<file path="src/rtl/cfgport_pkg.sv">
`timescale 1ns/1ps
package cfgport_pkg;

  localparam int WORD_W  = 32;
  localparam int LANES   = WORD_W / 8;

  // command word layout; the bit positions are decoded by software
  typedef struct packed {
    logic       go;
    logic [6:0] rsvd;
    logic [7:0] bus;
    logic [4:0] dev;
    logic [2:0] fn;
    logic [5:0] dreg;
    logic [1:0] pad;
  } cfg_cmd_t;

  typedef enum logic [1:0] {
    ST_IDLE = 2'd0,
    ST_WAIT = 2'd1,
    ST_RESP = 2'd2
  } xact_state_t;

  // expand per-lane enables into a bit mask
  function automatic logic [WORD_W-1:0] lane_mask(input logic [LANES-1:0] be);
    logic [WORD_W-1:0] m;
    for (int i = 0; i < LANES; i++) m[i*8 +: 8] = {8{be[i]}};
    return m;
  endfunction

  function automatic logic [WORD_W-1:0] merge_lanes(input logic [WORD_W-1:0] old_w,
                                                    input logic [WORD_W-1:0] new_w,
                                                    input logic [LANES-1:0]  be);
    logic [WORD_W-1:0] m;
    m = lane_mask(be);
    return (old_w & ~m) | (new_w & m);
  endfunction

  // force the reserved and sub-dword bits to zero
  function automatic cfg_cmd_t clean_cmd(input logic [WORD_W-1:0] raw);
    cfg_cmd_t c;
    c      = cfg_cmd_t'(raw);
    c.rsvd = '0;
    c.pad  = '0;
    return c;
  endfunction

endpackage

</file>
<file path="src/rtl/cfgport_cmd_reg.sv">
`timescale 1ns/1ps
module cfgport_cmd_reg
  import cfgport_pkg::*;
(
  input  logic              clk,
  input  logic              rst_n,
  input  logic              wr_en,
  input  logic [LANES-1:0]  wr_be,
  input  logic [WORD_W-1:0] wr_data,
  output cfg_cmd_t          cmd_q
);

  always_ff @(posedge clk or negedge rst_n) begin
    if (!rst_n) cmd_q <= '0;
    else if (wr_en) cmd_q <= clean_cmd(merge_lanes(WORD_W'(cmd_q), wr_data, wr_be));
  end

  // the command word changes only on a host write to it
  assert_cmd_hold_R1: assert property (@(posedge clk) disable iff (!rst_n)
    !wr_en |=> $stable(cmd_q));

endmodule

</file>
<file path="src/rtl/cfgport_xact.sv">
`timescale 1ns/1ps
module cfgport_xact
  import cfgport_pkg::*;
#(
  parameter int TIMEOUT = 16
)(
  input  logic              clk,
  input  logic              rst_n,
  output logic              idle,
  input  logic              start_xact,
  input  logic              start_local,
  input  logic [WORD_W-1:0] local_rdata,
  input  logic              x_write,
  input  cfg_cmd_t          x_cmd,
  input  logic [LANES-1:0]  x_be,
  input  logic [WORD_W-1:0] x_wdata,
  output logic              cfg_req_valid,
  output logic              cfg_req_write,
  output logic [7:0]        cfg_req_bus,
  output logic [4:0]        cfg_req_dev,
  output logic [2:0]        cfg_req_fn,
  output logic [5:0]        cfg_req_dreg,
  output logic [LANES-1:0]  cfg_req_be,
  output logic [WORD_W-1:0] cfg_req_wdata,
  input  logic              cfg_rsp_valid,
  input  logic [WORD_W-1:0] cfg_rsp_rdata,
  output logic              host_ready,
  output logic [WORD_W-1:0] host_rdata,
  output logic              host_err
);

  localparam int               CNT_W    = $clog2(TIMEOUT + 1);
  localparam logic [CNT_W-1:0] CNT_LAST = CNT_W'(TIMEOUT - 1);

  xact_state_t       state_q;
  logic [CNT_W-1:0]  tmo_cnt;
  cfg_cmd_t          tgt_q;
  logic              write_q;
  logic [LANES-1:0]  be_q;
  logic [WORD_W-1:0] wdata_q;
  logic [WORD_W-1:0] rdata_q;
  logic              err_q;

  // named events for the checks
  logic rsp_hit, tmo_hit;
  assign rsp_hit = (state_q == ST_WAIT) && cfg_rsp_valid;
  assign tmo_hit = (state_q == ST_WAIT) && !cfg_rsp_valid && (tmo_cnt == CNT_LAST);
  assign idle    = (state_q == ST_IDLE);

  always_ff @(posedge clk or negedge rst_n) begin
    if (!rst_n) begin
      state_q <= ST_IDLE;
      tmo_cnt <= '0;
      tgt_q   <= '0;
      write_q <= 1'b0;
      be_q    <= '0;
      wdata_q <= '0;
      rdata_q <= '0;
      err_q   <= 1'b0;
    end else begin
      unique case (state_q)
        ST_IDLE: begin
          if (start_xact) begin
            tgt_q   <= x_cmd;
            write_q <= x_write;
            be_q    <= x_write ? x_be : '1;
            wdata_q <= x_wdata;
            tmo_cnt <= '0;
            state_q <= ST_WAIT;
          end else if (start_local) begin
            rdata_q <= local_rdata;
            err_q   <= 1'b0;
            state_q <= ST_RESP;
          end
        end
        ST_WAIT: begin
          if (rsp_hit) begin
            rdata_q <= write_q ? '0 : cfg_rsp_rdata;
            err_q   <= 1'b0;
            state_q <= ST_RESP;
          end else if (tmo_hit) begin
            rdata_q <= '1;
            err_q   <= 1'b1;
            state_q <= ST_RESP;
          end else begin
            tmo_cnt <= tmo_cnt + 1'b1;
          end
        end
        default: state_q <= ST_IDLE;
      endcase
    end
  end

  assign cfg_req_valid = (state_q == ST_WAIT);
  assign cfg_req_write = write_q;
  assign cfg_req_bus   = tgt_q.bus;
  assign cfg_req_dev   = tgt_q.dev;
  assign cfg_req_fn    = tgt_q.fn;
  assign cfg_req_dreg  = tgt_q.dreg;
  assign cfg_req_be    = be_q;
  assign cfg_req_wdata = wdata_q;
  assign host_ready    = (state_q == ST_RESP);
  assign host_rdata    = rdata_q;
  assign host_err      = err_q;

  // reads always fetch the whole dword
  assert_read_full_be_R4: assert property (@(posedge clk) disable iff (!rst_n)
    (cfg_req_valid && !cfg_req_write) |-> (cfg_req_be == '1));

  // an unanswered request holds its fields
  assert_req_stable_R6: assert property (@(posedge clk) disable iff (!rst_n)
    (cfg_req_valid && !cfg_rsp_valid && !tmo_hit) |=>
      (cfg_req_valid && $stable(cfg_req_bus) && $stable(cfg_req_dev) &&
       $stable(cfg_req_fn) && $stable(cfg_req_dreg) && $stable(cfg_req_be) &&
       $stable(cfg_req_wdata) && $stable(cfg_req_write)));

  // completion is a single-cycle pulse
  assert_ready_pulse_R6: assert property (@(posedge clk) disable iff (!rst_n)
    host_ready |=> !host_ready);

  // an error completion carries all-ones data and follows a timeout
  assert_err_data_R7: assert property (@(posedge clk) disable iff (!rst_n)
    (host_ready && host_err) |-> (host_rdata == '1));
  assert_err_cause_R7: assert property (@(posedge clk) disable iff (!rst_n)
    (host_ready && host_err) |-> $past(tmo_hit));
  assert_wait_bound_R7: assert property (@(posedge clk) disable iff (!rst_n)
    cfg_req_valid |-> (tmo_cnt <= CNT_LAST));

endmodule

</file>
<file path="src/rtl/cfg_access_port.sv">
`timescale 1ns/1ps
module cfg_access_port
  import cfgport_pkg::*;
#(
  parameter int              ADDR_W     = 8,
  parameter logic [ADDR_W-1:0] CMD_OFFSET = ADDR_W'(8'h28),
  parameter int              TIMEOUT    = 16
)(
  input  logic              clk,
  input  logic              rst_n,
  input  logic              host_valid,
  input  logic              host_write,
  input  logic [ADDR_W-1:0] host_addr,
  input  logic [3:0]        host_be,
  input  logic [31:0]       host_wdata,
  output logic              host_ready,
  output logic [31:0]       host_rdata,
  output logic              host_err,
  output logic              cfg_req_valid,
  output logic              cfg_req_write,
  output logic [7:0]        cfg_req_bus,
  output logic [4:0]        cfg_req_dev,
  output logic [2:0]        cfg_req_fn,
  output logic [5:0]        cfg_req_dreg,
  output logic [3:0]        cfg_req_be,
  output logic [31:0]       cfg_req_wdata,
  input  logic              cfg_rsp_valid,
  input  logic [31:0]       cfg_rsp_rdata
);

  localparam logic [ADDR_W-1:0] DATA_OFFSET = CMD_OFFSET + ADDR_W'(4);
  localparam int                WA_W        = ADDR_W - 2;

  cfg_cmd_t          cmd_q;
  logic              idle;
  logic              hit_cmd, hit_data, accept;
  logic              cmd_wr, start_xact, start_local;
  logic [WORD_W-1:0] local_rdata;

  // word-granular decode; low bits select lanes only
  assign hit_cmd  = (host_addr[ADDR_W-1:2] == CMD_OFFSET[ADDR_W-1:2]);
  assign hit_data = (host_addr[ADDR_W-1:2] == DATA_OFFSET[ADDR_W-1:2]);
  assign accept   = host_valid && idle;

  assign cmd_wr      = accept && host_write && hit_cmd;
  assign start_xact  = accept && hit_data && cmd_q.go;
  assign start_local = accept && !(hit_data && cmd_q.go);

  always_comb begin
    if (host_write)    local_rdata = '0;
    else if (hit_cmd)  local_rdata = WORD_W'(cmd_q);
    else if (hit_data) local_rdata = '1;
    else               local_rdata = '0;
  end

  cfgport_cmd_reg i_cmd (
    .clk     (clk),
    .rst_n   (rst_n),
    .wr_en   (cmd_wr),
    .wr_be   (host_be),
    .wr_data (host_wdata),
    .cmd_q   (cmd_q)
  );

  cfgport_xact #(.TIMEOUT(TIMEOUT)) i_xact (
    .clk           (clk),
    .rst_n         (rst_n),
    .idle          (idle),
    .start_xact    (start_xact),
    .start_local   (start_local),
    .local_rdata   (local_rdata),
    .x_write       (host_write),
    .x_cmd         (cmd_q),
    .x_be          (host_be),
    .x_wdata       (host_wdata),
    .cfg_req_valid (cfg_req_valid),
    .cfg_req_write (cfg_req_write),
    .cfg_req_bus   (cfg_req_bus),
    .cfg_req_dev   (cfg_req_dev),
    .cfg_req_fn    (cfg_req_fn),
    .cfg_req_dreg  (cfg_req_dreg),
    .cfg_req_be    (cfg_req_be),
    .cfg_req_wdata (cfg_req_wdata),
    .cfg_rsp_valid (cfg_rsp_valid),
    .cfg_rsp_rdata (cfg_rsp_rdata),
    .host_ready    (host_ready),
    .host_rdata    (host_rdata),
    .host_err      (host_err)
  );

  logic [WA_W-1:0] word_addr;
  assign word_addr = host_addr[ADDR_W-1:2];

  // a request only begins while the go flag is set
  assert_go_gate_R5: assert property (@(posedge clk) disable iff (!rst_n)
    $rose(cfg_req_valid) |-> cmd_q.go);

  // a data-window access with go set raises a request next cycle
  assert_issue_R2: assert property (@(posedge clk) disable iff (!rst_n)
    start_xact |=> cfg_req_valid);

  // unrelated offsets never have a request in flight
  assert_other_quiet_R8: assert property (@(posedge clk) disable iff (!rst_n)
    (host_valid && (word_addr != DATA_OFFSET[ADDR_W-1:2])) |-> !cfg_req_valid);

endmodule

</file>
<file path="config.mk">
export PLATFORM = sky130hd
export DESIGN_NAME = cfg_access_port
export DESIGN_NICKNAME = d
export VERILOG_FILES = /design/src/rtl/cfgport_pkg.sv /design/src/rtl/cfgport_cmd_reg.sv /design/src/rtl/cfgport_xact.sv /design/src/rtl/cfg_access_port.sv
export SDC_FILE = /design/constraint.sdc
export NUM_CORES = 1
export LEC_CHECK = 0
export ABC_AREA = 0
export CORE_MARGIN = 2
export CORE_UTILIZATION = 56
export DETAILED_ROUTE_END_ITERATION = 8
export DONT_BUFFER_PORTS = 1
export HOLD_SLACK_MARGIN = 0.05
export PLACE_DENSITY = 0.71
export RECOVER_POWER = 50
export REMOVE_ABC_BUFFERS = 1
export SYNTH_ARGS = -nofsm -noshare
export SYNTH_HDL_FRONTEND = slang
export SYNTH_HIERARCHICAL = 1
export SYNTH_SLANG_ARGS = --single-unit
</file>
<file path="constraint.sdc">
create_clock -name clk -period 5.6 [get_ports clk]
set_input_delay 0.84 -clock clk [delete_from_list [all_inputs] [get_ports clk]]
set_output_delay 0.84 -clock clk [all_outputs]
set_load 0.1 [all_outputs]
</file>
==> impl_results.rst <==
.. list-table::
   :header-rows: 1

   * - Metric
     - Value
   * - Share of cell area taken by muxes after synthesis
     - 0.149
   * - Post-cts resize count
     - 0
   * - Placer congestion estimate
     - 0.793
   * - Maximum buffer depth of the clock tree
     - 2
   * - Detailed-route vias per instance
     - 5.79
   * - Number of antenna violations at the first check in global routing
     - 0
   * - Minimum setup slack after placement
     - 1.96 ns
   * - Finished Cell Area
     - 6350 µm²
   * - Worst slew pin tran
     - 3.02 ns
   * - Share of the synthesized netlist area taken by xor and xnor gates
     - 0
   * - Compound-cell area share of the yosys netlist
     - 0.0983
   * - Setup ws final
     - 2.35 ns
   * - Primary flip-flop cell chosen by synthesis mapping
     - sky130_fd_sc_hd__dfrtp_1
   * - Synthesis-stage register bit count
     - 122
   * - Register area share after synthesis
     - 0.519
   * - Path category of the worst min-delay check
     - in2reg
   * - Number of maximum-capacitance violations
     - 1
   * - Total standard cell area after synthesis
     - 5880 µm²
   * - Overflow left after global routing
     - 0
   * - Finished Layout Cells
     - 662
   * - Final Max Slew Viols
     - 123
   * - Async set or reset register ratio after synthesis
     - 1.00
   * - Filler instances
     - 809
   * - RSZ-0062 raised after global routing
     - no
   * - Worst hold margin
     - 0.423 ns
   * - Top cell type's share of synthesized area
     - 0.519
   * - Yosys cell types
     - 39
   * - Final routed wirelength across all metal layers
     - 12800 µm
   * - Effective utilization at floorplan
     - 0.572
   * - Die H
     - 106 µm
   * - CTS Buf Count
     - 17
   * - Largest cells by area after synthesis
     - sky130_fd_sc_hd__dfrtp_1, sky130_fd_sc_hd__mux2_2, sky130_fd_sc_hd__a21oi_1
   * - YS warnings
     - 6
   * - Number of global-route vias before repair
     - 4050
   * - Leakage Power
     - 2.96 nW
   * - Power per unit of standard cell area
     - 323 nW/µm²
   * - Count of boundary I/O pins
     - 175
   * - Number of enable-type register cells in the synthesized netlist
     - 0
   * - Insertion delay of the later-clocked pin in the worst-skew pair
     - 0.51 ns
   * - Floorplan die area
     - 11300 µm²
   * - Critical-path maximum fanout
     - 122
   * - Placeable core region
     - 10300 µm²
   * - Standard-cell row count
     - 37
   * - Max Freq
     - 308 MHz
   * - Slew Limit Headroom
     - -1.01
   * - Library cell with the largest summed area after synthesis
     - sky130_fd_sc_hd__dfrtp_1
   * - CTS H-tree depth
     - 4
   * - Master of the slowest instance on the critical path
     - sky130_fd_sc_hd__clkbuf_2
   * - Layout cells sized above 1
     - 0.291
   * - Multi-input gate area
     - 2500 µm²
   * - Wire length of the first global-routing pass
     - 20700 µm
   * - Net count reported at finish
     - 596
   * - Number of nets still failing antenna checks after routing
     - 0
   * - Capturing element type of the critical path
     - asynchronous set/reset pin
   * - Clock root buffer
     - sky130_fd_sc_hd__clkbuf_8
   * - Clock tree from TritonCTS
     - yes
   * - Setup clock skew after layout
     - 0.00568 ns
   * - Simple-gate share of the synthesized area
     - 0.162
   * - Storage element area
     - 3050 µm²
   * - CP startpoint kind
     - input pin
   * - Detailed-route via count
     - 3830
   * - DRC marker count from the first detailed-route iteration
     - 224
   * - Iteration count of the initial detailed-routing pass
     - 4
   * - Instance count of the mapped netlist
     - 531
   * - Detailed-placement wirelength estimate
     - 7730 µm
   * - GRT Resource Usage Total
     - 0.237
   * - Main combinational cell family by area after synthesis
     - simple AND/OR/NAND/NOR gates
   * - Arrival time at the worst endpoint
     - 2.96 ns
   * - Number of cells in the design after placement
     - 629
   * - Pin count of the biggest net entering global routing
     - 123
   * - Design Power
     - 2.05 mW
   * - Placed standard-cell area
     - 5780 µm²
   * - Average detailed-routed wire length per instance
     - 19.4 µm
   * - Area delta synth->final
     - 8.02%
   * - Number of port buffers
     - 0
   * - Biggest cell delay along the critical path
     - 2.02 ns
   * - Outcome
     - finished with violations
   * - Final cycle utilization of the critical path
     - 0.580
   * - Chain of cells forming the critical path
     - clkbuf_2
   * - Mean area per synthesized cell
     - 11.1 µm²
   * - Clock-pin slew on the worst setup and hold paths
     - 0.06 ns
   * - DRC violations left
     - 0
   * - Die Width
     - 106 µm
   * - Maximum resistive drop on vdd
     - 191 µV
   * - Violated checks
     - max-capacitance violations, max-slew violations
   * - # clock sinks
     - 122
   * - Cell family with the largest share of critical-path delay
     - buffers and inverters
   * - Total of endpoints with negative setup slack in the final report
     - 0
   * - Adder-cell area share of the yosys netlist
     - 0.00425
   * - Time the worst path needs with I/O delays and setup
     - 3.25 ns
   * - Data required time of the critical path
     - 5.32 ns
   * - Kind of critical path
     - in2async
   * - Buffers & Inverters on Critical Path
     - 1
   * - N_diodes
     - 0
   * - Final Hold Violating Endpoints
     - 0
==> routing by layer <==
metal  global-route usage  routed length, µm
met5                    0                  0
met4               0.0863                170
met3               0.0760               1030
met2                0.396               6580
met1                0.290               5060
==> timing repair <==
action,CTS,global route
setup buffers,0,0
hold buffers,1,0
endpoints found under the hold margin,122,0
==> layout make-up <==
type,instances,area share
clock inverters,11,0.0191
multi-input cells,359,0.393
flip-flops and latches,122,0.481
clock buffers,21,0.0707
repair buffers,4,0.00433
well taps,136,0.0268
inverters,9,0.00532
==> cell usage after synthesis, drive strengths merged, types with 4 or more instances <==
cell    number
buf         36
a31oi        4
a21oi       66
mux2        78
clkbuf      13
nor2        40
o21ai       36
nor3        32
nand2       39
inv          9
dfrtp      122
nand2b      34
==> report_power, final <==
part           internal (mW)  total, mW  switching, mW  leakage [nW]
registers              0.893      0.933         0.0401          1.70
clock network          0.654       1.04          0.383         0.266
logic                 0.0219     0.0841         0.0622         0.992
==> worst paths after layout <==
path                                               startpoint  slack (ns)  cells past startpoint                                  end
worst max-delay path                                    rst_n        2.35                      1     i_xact/cfg_req_write$_DFFE_PN0N_
worst min-delay path                               host_write        0.42                      1     i_xact/cfg_req_be[3]$_DFFE_PN0N_
worst max register to register  i_xact/state_q[1]$_DFFE_PN0P_        2.80                      8        i_xact/tmo_cnt[3]$_DFFE_PN0P_
worst min register to register  i_xact/tmo_cnt[4]$_DFFE_PN0P_        0.48                      2        i_xact/tmo_cnt[4]$_DFFE_PN0P_
max in group clk                                 host_addr[7]        2.47                      8        i_xact/tmo_cnt[3]$_DFFE_PN0P_
min in group asynchronous                               rst_n        1.24                      1  i_xact/cfg_req_wdata[1]$_DFFE_PN0N_
==> cell usage in the layout (no fill, tap or decap), types with 2 or more instances in the layout <==
master and instances:
sky130_fd_sc_hd__a21oi_1 66, sky130_fd_sc_hd__a31oi_1 4, sky130_fd_sc_hd__buf_4 3, sky130_fd_sc_hd__bufinv_16 2, sky130_fd_sc_hd__clkbuf_1 2, sky130_fd_sc_hd__clkbuf_16 16, sky130_fd_sc_hd__clkbuf_8 3, sky130_fd_sc_hd__clkinv_2 3
sky130_fd_sc_hd__clkinvlp_4 5, sky130_fd_sc_hd__conb_1 9, sky130_fd_sc_hd__dfrtp_1 121, sky130_fd_sc_hd__ha_1 2, sky130_fd_sc_hd__inv_1 9, sky130_fd_sc_hd__mux2_2 78, sky130_fd_sc_hd__nand2_1 37, sky130_fd_sc_hd__nand2_2 2
sky130_fd_sc_hd__nand2b_1 33, sky130_fd_sc_hd__nand3b_1 2, sky130_fd_sc_hd__nor2_1 39, sky130_fd_sc_hd__nor3_1 2, sky130_fd_sc_hd__nor3_2 28, sky130_fd_sc_hd__nor3_4 2, sky130_fd_sc_hd__nor4_1 2, sky130_fd_sc_hd__o21ai_0 25
sky130_fd_sc_hd__o21ai_1 11
==> cell families after synthesis <==
| family | after synthesis |
|---|---|
| compound gates | 111 |
| fa+ha+maj | 2 |
| buf+inv | 58 |
| flops | 122 |
| mux | 78 |
| other cells | 1 |
| simple gates | 159 |
==> per-stage QoR <==
step,setup TNS [ns],utilization
2_1_floorplan,-117.48,-
3_3_place_gp,0,0.562
3_5_place_dp,0,0.562
4_1_cts,0,0.620
5_1_grt,0,0.618
6_report,0,0.618
(Power assumes the default switching activity.)
